===== src/rtl/ca_pkg.sv =====
package ca_pkg;
  localparam int unsigned CODE_LEN = 1023;
  localparam int unsigned LFSR_W   = 10;
  localparam int unsigned ID_W     = 5;
  localparam int unsigned PHASE_W  = 16;

  // tap pair for register B, stage numbers 1..10, packed {x,y}
  function automatic logic [7:0] b_taps(input logic [ID_W-1:0] id);
    case (id)
      5'd0:  return {4'd2, 4'd6};
      5'd1:  return {4'd3, 4'd7};
      5'd2:  return {4'd4, 4'd8};
      5'd3:  return {4'd5, 4'd9};
      5'd4:  return {4'd1, 4'd9};
      5'd5:  return {4'd2, 4'd10};
      5'd6:  return {4'd1, 4'd8};
      5'd7:  return {4'd2, 4'd9};
      5'd8:  return {4'd3, 4'd10};
      5'd9:  return {4'd2, 4'd3};
      5'd10: return {4'd3, 4'd4};
      5'd11: return {4'd5, 4'd6};
      5'd12: return {4'd6, 4'd7};
      5'd13: return {4'd7, 4'd8};
      5'd14: return {4'd8, 4'd9};
      5'd15: return {4'd9, 4'd10};
      5'd16: return {4'd1, 4'd4};
      5'd17: return {4'd2, 4'd5};
      5'd18: return {4'd3, 4'd6};
      5'd19: return {4'd4, 4'd7};
      5'd20: return {4'd5, 4'd8};
      5'd21: return {4'd6, 4'd9};
      5'd22: return {4'd1, 4'd3};
      5'd23: return {4'd4, 4'd6};
      5'd24: return {4'd5, 4'd7};
      5'd25: return {4'd6, 4'd8};
      5'd26: return {4'd7, 4'd9};
      5'd27: return {4'd8, 4'd10};
      5'd28: return {4'd1, 4'd6};
      5'd29: return {4'd2, 4'd7};
      5'd30: return {4'd3, 4'd8};
      default: return {4'd4, 4'd9};
    endcase
  endfunction
endpackage


===== src/rtl/ca_slot_tracker.sv =====
module ca_slot_tracker #(
  parameter int unsigned LEN     = 1023,
  parameter int unsigned PHASE_W = 16,
  localparam int unsigned CW     = $clog2(LEN)
) (
  input  logic               clk_i,
  input  logic               rst_ni,
  input  logic               en_i,
  input  logic               tick_i,
  input  logic [PHASE_W-1:0] phase_i,
  output logic               match_o,
  output logic               running_o,
  output logic               reload_o
);
  logic [CW-1:0] pos_q, pos_nxt, eff_ph;
  logic          aligned_q;

  assign eff_ph    = CW'(phase_i % PHASE_W'(LEN));
  assign pos_nxt   = (pos_q == CW'(LEN - 1)) ? '0 : pos_q + 1'b1;
  assign match_o   = en_i && (pos_q == eff_ph);
  assign running_o = en_i && (aligned_q || match_o);
  assign reload_o  = (pos_nxt == eff_ph);

  always_ff @(posedge clk_i or negedge rst_ni) begin
    if (!rst_ni) begin
      pos_q     <= '0;
      aligned_q <= 1'b0;
    end else if (!en_i) begin
      pos_q     <= '0;
      aligned_q <= 1'b0;
    end else if (tick_i) begin
      pos_q <= pos_nxt;
      if (match_o) aligned_q <= 1'b1;
    end
  end


  pos_in_range_chk: assert property (@(posedge clk_i) disable iff (!rst_ni)
    pos_q < CW'(LEN));

  pos_hold_chk: assert property (@(posedge clk_i) disable iff (!rst_ni)
    (en_i && !tick_i) |=> $stable(pos_q));

  pos_clear_chk: assert property (@(posedge clk_i) disable iff (!rst_ni)
    !en_i |=> (pos_q == '0 && !aligned_q));
endmodule


===== src/rtl/ca_lfsr_pair.sv =====
module ca_lfsr_pair
  import ca_pkg::*;
#(
  parameter int unsigned W = LFSR_W
) (
  input  logic            clk_i,
  input  logic            rst_ni,
  input  logic            en_i,
  input  logic            step_i,
  input  logic            reload_i,
  input  logic [ID_W-1:0] sat_id_i,
  output logic            code_o,
  output logic            at_init_o
);
  logic [W-1:0] a_q, b_q;
  logic         a_fb, b_fb;
  logic [7:0]   taps;
  logic [3:0]   tx, ty;

  // bit i holds stage i+1
  assign a_fb = a_q[2] ^ a_q[9];
  assign b_fb = b_q[1] ^ b_q[2] ^ b_q[5] ^ b_q[7] ^ b_q[8] ^ b_q[9];
  assign taps = b_taps(sat_id_i);
  assign tx   = taps[7:4] - 4'd1;
  assign ty   = taps[3:0] - 4'd1;

  assign code_o    = a_q[W-1] ^ b_q[tx] ^ b_q[ty];
  assign at_init_o = (&a_q) && (&b_q);

  always_ff @(posedge clk_i or negedge rst_ni) begin
    if (!rst_ni) begin
      a_q <= '1;
      b_q <= '1;
    end else if (!en_i || (step_i && reload_i)) begin
      a_q <= '1;
      b_q <= '1;
    end else if (step_i) begin
      a_q <= {a_q[W-2:0], a_fb};
      b_q <= {b_q[W-2:0], b_fb};
    end
  end


  a_never_zero_chk: assert property (@(posedge clk_i) disable iff (!rst_ni)
    a_q != '0);

  b_never_zero_chk: assert property (@(posedge clk_i) disable iff (!rst_ni)
    b_q != '0);

  idle_init_chk: assert property (@(posedge clk_i) disable iff (!rst_ni)
    !en_i |=> at_init_o);
endmodule


===== src/rtl/ca_code_gen.sv =====
module ca_code_gen
  import ca_pkg::*;
(
  input  logic               clk_i,
  input  logic               rst_ni,
  input  logic               en_i,
  input  logic               tick_i,
  input  logic [ID_W-1:0]    sat_id_i,
  input  logic [PHASE_W-1:0] phase_i,
  input  logic               msg_i,
  output logic               chip_o,
  output logic               start_o
);
  logic match, running, reload, code, at_init, match_q;

  ca_slot_tracker #(.LEN(CODE_LEN), .PHASE_W(PHASE_W)) u_track (
    .clk_i, .rst_ni, .en_i, .tick_i, .phase_i,
    .match_o(match), .running_o(running), .reload_o(reload)
  );

  ca_lfsr_pair #(.W(LFSR_W)) u_lfsr (
    .clk_i, .rst_ni, .en_i,
    .step_i(tick_i && running), .reload_i(reload), .sat_id_i,
    .code_o(code), .at_init_o(at_init)
  );

  always_ff @(posedge clk_i or negedge rst_ni) begin
    if (!rst_ni) match_q <= 1'b0;
    else         match_q <= match;
  end

  assign start_o = match && !match_q;
  assign chip_o  = running && (code ^ msg_i);


  start_at_init_chk: assert property (@(posedge clk_i) disable iff (!rst_ni)
    start_o |-> at_init);

  start_single_chk: assert property (@(posedge clk_i) disable iff (!rst_ni)
    start_o |=> !start_o);

  idle_quiet_chk: assert property (@(posedge clk_i) disable iff (!rst_ni)
    !en_i |-> (!chip_o && !start_o));
endmodule


===== config.mk =====
export PLATFORM = sky130hd
export DESIGN_NAME = ca_code_gen
export DESIGN_NICKNAME = d
export VERILOG_FILES = /design/src/rtl/ca_pkg.sv /design/src/rtl/ca_slot_tracker.sv /design/src/rtl/ca_lfsr_pair.sv /design/src/rtl/ca_code_gen.sv
export SDC_FILE = /design/constraint.sdc
export NUM_CORES = 1
export LEC_CHECK = 0
export BUFFER_PORTS_ARGS = -buffer_cell sky130_fd_sc_hd__buf_4
export CAP_MARGIN = 20
export CORE_MARGIN = 2
export CORE_UTILIZATION = 48
export DETAILED_ROUTE_END_ITERATION = 10
export PLACE_DENSITY = 0.67
export SYNTH_ARGS = -nofsm -noshare
export SYNTH_HDL_FRONTEND = slang
export SYNTH_SLANG_ARGS = --single-unit

===== constraint.sdc =====
create_clock -name clk_i -period 6.1 [get_ports clk_i]
set_input_delay 0 -clock clk_i [delete_from_list [all_inputs] [get_ports clk_i]]
set_output_delay 0 -clock clk_i [all_outputs]
set_load 0.05 [all_outputs]

# Word level (Yosys, flattened, before mapping)
# Memories as Yosys holds them, arrays and structs flattened.
# Cells that the tools add are included.
# W data, S select, Z words.
# classes
n_addsub,3
reduce_logical,12
muxes,14
order_cmp,2
n_div,1
n_bitwise,9
n_eq_ne,5
# op_table
cell,n
$mux W10,7
$eq A10 B10 Y1,2
$mod A16 B10 Y16 const B,1
$add A10 B1 Y10 const B,1
$eq A10 B10 Y1 const B,1
$lt A4 B5 Y1 const B,2
$xor A1 B1 Y1,9
$bmux W1 S4,2
$sub A4 B1 Y4 const B,2
$logic_and A1 B1 Y1,6
$mux W1,5
$ne A2 B1 Y1 const B,2
$logic_not A1 Y1,2
$logic_or A1 B1 Y1,2
$reduce_and A2 Y1,1
$reduce_bool A2 Y1,1
# totals
out_inout_bits,2
mem_count,1
reg_bits,32
romBits,256
# memory_table
name,words,width,read_ports,rd_clocked_by_memory_dff,wr,line,text
(no name shown),32,8,1,0,0,ca_pkg.sv:9,case (id)

# Depth between registers and ports, before layout
# logic_depth
depth_word,9
depth_mapped,33
depth_no_buf,26

# Cells and area by module
# A second synthesis with hierarchy kept.
# unflattened
cells_unflattened,691
area_unflattened_um2,5487.8
# modules_own_cells
module,area_each_um2,n_inst,cells_per_inst
ca_slot_tracker,3819.9,1,526
ca_lfsr_pair,1615.3,1,160
ca_code_gen,52.6,1,5

# Worst setup path after synthesis
# No wires, ideal clock.
# synth_path
path_type,input to output
from,input phase_i[15]
to,output chip_o
stages,30
path_slack_ns,-1.055
arrival_time_ns,7.155
n_path_buf,4
cell_sequence,buf_2 -> and3_4 -> xnor2_1 -> or4_1 -> buf_4 -> o31ai_1 -> or4b_4 -> or3_4 -> nor3_2 -> mux2i_1 -> xnor2_1 -> nor2_1 -> ha_1 -> nand3_1 -> o2bb2ai_1 -> or4b_4 -> o211ai_2 -> buf_6 -> nand2_1 -> xor2_1 -> inv_1 -> ha_1 -> o221a_2 -> clkbuf_1 -> nand2_1 -> nor2_1 -> xnor2_1 -> a2111oi_0 -> nand3_1 -> a21oi_1
# synth_via
elab_chain_cells,6
# synth_rtl
element,line,text
"start, declared",ca_code_gen.sv:9,"input logic [PHASE_W-1:0] phase_i,"
$mod A16 B10 Y16,ca_slot_tracker.sv:18,assign eff_ph = CW'(phase_i % PHASE_W'(LEN));
$eq A10 B10 Y1,ca_slot_tracker.sv:20,assign match_o = en_i && (pos_q == eff_ph);
$logic_and A1 B1 Y1,ca_slot_tracker.sv:20,
$logic_or A1 B1 Y1,ca_slot_tracker.sv:21,assign running_o = en_i && (aligned_q || match_o);
$logic_and A1 B1 Y1,ca_slot_tracker.sv:21,
$logic_and A1 B1 Y1,ca_code_gen.sv:33,assign chip_o = running && (code ^ msg_i);
"end, declared",ca_code_gen.sv:11,"output logic chip_o,"
# No other way between the ends.

# Worst setup path after layout
# layout_path
from,input phase_i[10]
to,register u_lfsr.b_q[8]
# layout_via
elab_chain_cells,9
word_cells_on_any_way,11
classes_between,1 x div; 2 x eq/ne; 1 x mux; 7 x reduce/logical
# layout_rtl
element,line,text
$mod A16 B10 Y16 (*),ca_slot_tracker.sv:18,
$eq A10 B10 Y1,ca_slot_tracker.sv:20,
$logic_and A1 B1 Y1,ca_slot_tracker.sv:20,
$logic_or A1 B1 Y1,ca_slot_tracker.sv:21,
$logic_and A1 B1 Y1,ca_slot_tracker.sv:21,
$logic_and A1 B1 Y1,ca_code_gen.sv:23,".step_i(tick_i && running), .reload_i(reload), .sat_id_i,"
$logic_and A1 B1 Y1,ca_lfsr_pair.sv:34,end else if (!en_i || (step_i && reload_i)) begin
$logic_or A1 B1 Y1,ca_lfsr_pair.sv:34,
$mux W10 / $reduce_bool A2 Y1 (equally long branches),n/a,
"end signal, assigned",ca_lfsr_pair.sv:39,"b_q <= {b_q[W-2:0], b_fb};"
"end, declared",ca_lfsr_pair.sv:15,"logic [W-1:0] a_q, b_q;"
# Every way passes the cells marked *; elsewhere a longest branch is shown, timed or not.
# A chain may end at the register's enable or synchronous reset.

==> out/results.tsv <==
metric	value	unit
R2R cell count	12	
port bufs	27	
Synth area leaders	dfstp_2, xnor2_1, dfrtp_1, nor2_1, a21oi_1	
largest net degree at the start of global routing	33	
DR DRC count	0	
cell taking the most area after synthesis	dfstp_2	
setup ws final	-0.0446	ns
Routed Antenna Nets	0	
First DRT Iteration DRCs	587	
Setup crit end kind	register	
Max-cap violations	0	
Layout Skew	0.00227	ns
failing checks	setup timing	
Layout area overhead	50.0	%
die area	12900	µm²
Final Instance Area	8620	µm²
placed insts	1073	
GRT Residual Overflow	0	
Post-synth EDFFs	0	
Final min period	6.14	ns
drt pass-1 iters	6	
status	finished with violations	
Total Power	1220	µW
RePlAce Congestion	1.09	
Final Cycle Share	1.01	
Worst Hold Launch	tick_i	
initial core utilization	0.497	
Tot GR Track Use	0.297	
Mapped Area	5750	µm²
initial antenna violation count	0	
Clock Latency Late Sink	0.28	ns
Mapped Cells	751	
final setup vio count	12	
CP required	6.30	ns
Root Driver	clkbuf_16	
via count	7005	
fin nets	997	
Mean Syn Cell Area	7.65	µm²
clock slew at reported path FFs	0.05	ns
Worst setup SP type	input port	
Worst-Margin Slew	1.10	ns
share of layout cells above drive strength 1	0.443	
worst setup path startpoint	phase_i[10]	
Most used DFF post-synth	dfstp_2	
count of unique library cells instantiated by Yosys	105	
first-pass GRT wire length	32000	µm
hold_ws	0.0738	ns
Hold Vio Cnt, Final	0	
sequential-to-total area share from yosys stat	0.144	
Cell Area, Placed	7660	µm²
Leakage	0.00335	µW
Wirelength per Cell	18.1	µm
critical path peak fanout	5	
Hold Crit Depth	3	
WS Path Type	in2reg	
Die Ht	113	µm
fillers	828	
Top-Level Pins	28	
core region area	11600	µm²
min-delay worst type	in2reg	
CTS tree	yes	
commonest non-fill, non-tap cell in the layout	buf_4	
Worst EP arrival	6.34	ns
fin cells	1105	
dpl hpwl	14700	µm
Post-Route WL	20000	µm
H-tree depth	2	
vias per cell	6.34	
FF+latch count, synth	32	
total CTS buffers	5	
reg2reg start	u_track.pos_q[6]	
warnings from Yosys	0	
Synth top area share	0.0914	
commonest non-fill, non-tap cells in the layout	buf_4, nor2_1, nand2_1	
fin. max-slew vios	0	
Max-slew headroom	0.264	
Die X	113	µm
Max Buffers Root-to-Sink	2	
worst IR drop on VDD	0.126	mV
vias in the first global route	6758	
f_max	163	MHz
async set or reset register ratio after synthesis	1.00	
Synth Net Count	787	
unrepaired setup endpoints after global routing	yes	
setup TNS	-0.139	ns
number of placement rows	39	
CTS sink cnt	32	
n_diodes	0	
Pwr per Cell Area	141	nW/µm²
critical path, stage by stage:
cell and delay [ns]:
buf_4 0.09, and4_4 0.27, buf_6 0.12, nand4_1 0.27, and2_1 0.29, a2111oi_0 0.48, buf_4 0.20, a211oi_2 0.06
nor3_4 0.29, mux2_4 0.34, or3_1 0.39, o211a_4 0.24, or4b_4 0.55, buf_6 0.15, o211a_4 0.16, nor4_4 0.30
o221ai_4 0.17, or3_4 0.44, buf_6 0.14, o221ai_2 0.19, o2111ai_2 0.13, nor4_2 0.34, buf_4 0.17, a21o_4 0.17
buf_6 0.16, mux2i_1 0.22
power breakdown:
| part | switching, µW | leakage [µW] | internal, µW |
|---|---|---|---|
| logic | 394 | 0.00290 | 335 |
| registers | 4.21 | 0.000376 | 215 |
| clock network | 93.7 | 0.0000780 | 175 |
| total | 492 | 0.00335 | 724 |
synth_stat cells, types with 6 or more instances:
cell type / instances
nand3_1: 36
nor2b_1: 7
xor2_1: 15
o31ai_1: 10
nor2_1: 69
o211ai_1: 17
dfrtp_1: 12
or4_1: 6
clkbuf_1: 24
xnor2_1: 36
or3_1: 11
buf_4: 8
mux2_2: 6
nor3_1: 28
a21oi_1: 46
a211o_1: 8
and2_1: 11
mux2i_1: 23
o21ai_0: 35
nor4_1: 10
o21ai_1: 7
dfstp_2: 20
a211oi_1: 8
ha_1: 10
a31oi_1: 30
and3_1: 6
a2111oi_0: 6
inv_1: 23
buf_2: 9
nand2_1: 57
o21a_1: 7
stage by stage:
stage          setup WS (ns)   util
3_3_place_gp          -0.427  0.662
5_1_grt               -0.280  0.745
6_report             -0.0446  0.745
3_5_place_dp          -0.603  0.662
4_1_cts              0.00378  0.702
2_1_floorplan         -0.156      -
registers in the layout (all words and copies together) (netlist names):
name and cells:
match_q 1, u_lfsr.a_q 10, u_lfsr.b_q 10, u_track.aligned_q 1, u_track.pos_q 10
logic make-up after synthesis:
| logic type | count (synthesis) | synth area share |
|---|---|---|
| AOI/OAI and AO/OA | 253 | 0.323 |
| xor gates and xnor gates | 56 | 0.0949 |
| adders and majority gates | 13 | 0.0270 |
| buffers and inverters | 69 | 0.0549 |
| DFF | 32 | 0.144 |
| muxes | 35 | 0.0740 |
| and+or+nand+nor | 293 | 0.283 |
layer usage:
metal  track usage  wire length (µm)  share of wire  vias up
li1              -                 -              -     3315
met1         0.371              8200           0.41     3329
met2         0.531              9980           0.50      300
met3        0.0452              1310          0.065       61
met4        0.0854               530          0.026        0
met5             0                 0              0        -
area by class of cell:
cell class | count | area (µm²) | area share
Tap cell | 143 | 179 | 0.0208
Clock inverter | 2 | 12.5 | 0.00145
Sequential cell | 32 | 826 | 0.0958
Inverter | 24 | 90.1 | 0.0105
Clock buffer | 6 | 150 | 0.0174
Timing Repair Buffer | 248 | 2010 | 0.233
Multi-Input combinational cell | 650 | 5350 | 0.621
worst paths after layout:
kind	end	slack, ns
min in group asynchronous	u_track.pos_q[9]	0.20
worst min-delay path	u_track.pos_q[8]	0.07
max in group asynchronous	u_lfsr.b_q[2]	5.55
worst min register to register	u_lfsr.a_q[4]	0.51
worst max-delay path	u_lfsr.b_q[8]	-0.04
worst max register to register	u_lfsr.b_q[5]	2.52
what timing repair did:
item                                   CTS  global route
buffers inserted                         7            12
cloned                                   0             3
hold buffers                             2             0
endpoints found under the hold margin   33             0
gates resized for setup                 46            66
pin swaps                               16            35
setup endpoints to repair               23            23
No activity file was read; power rests on OpenSTA's default activity.
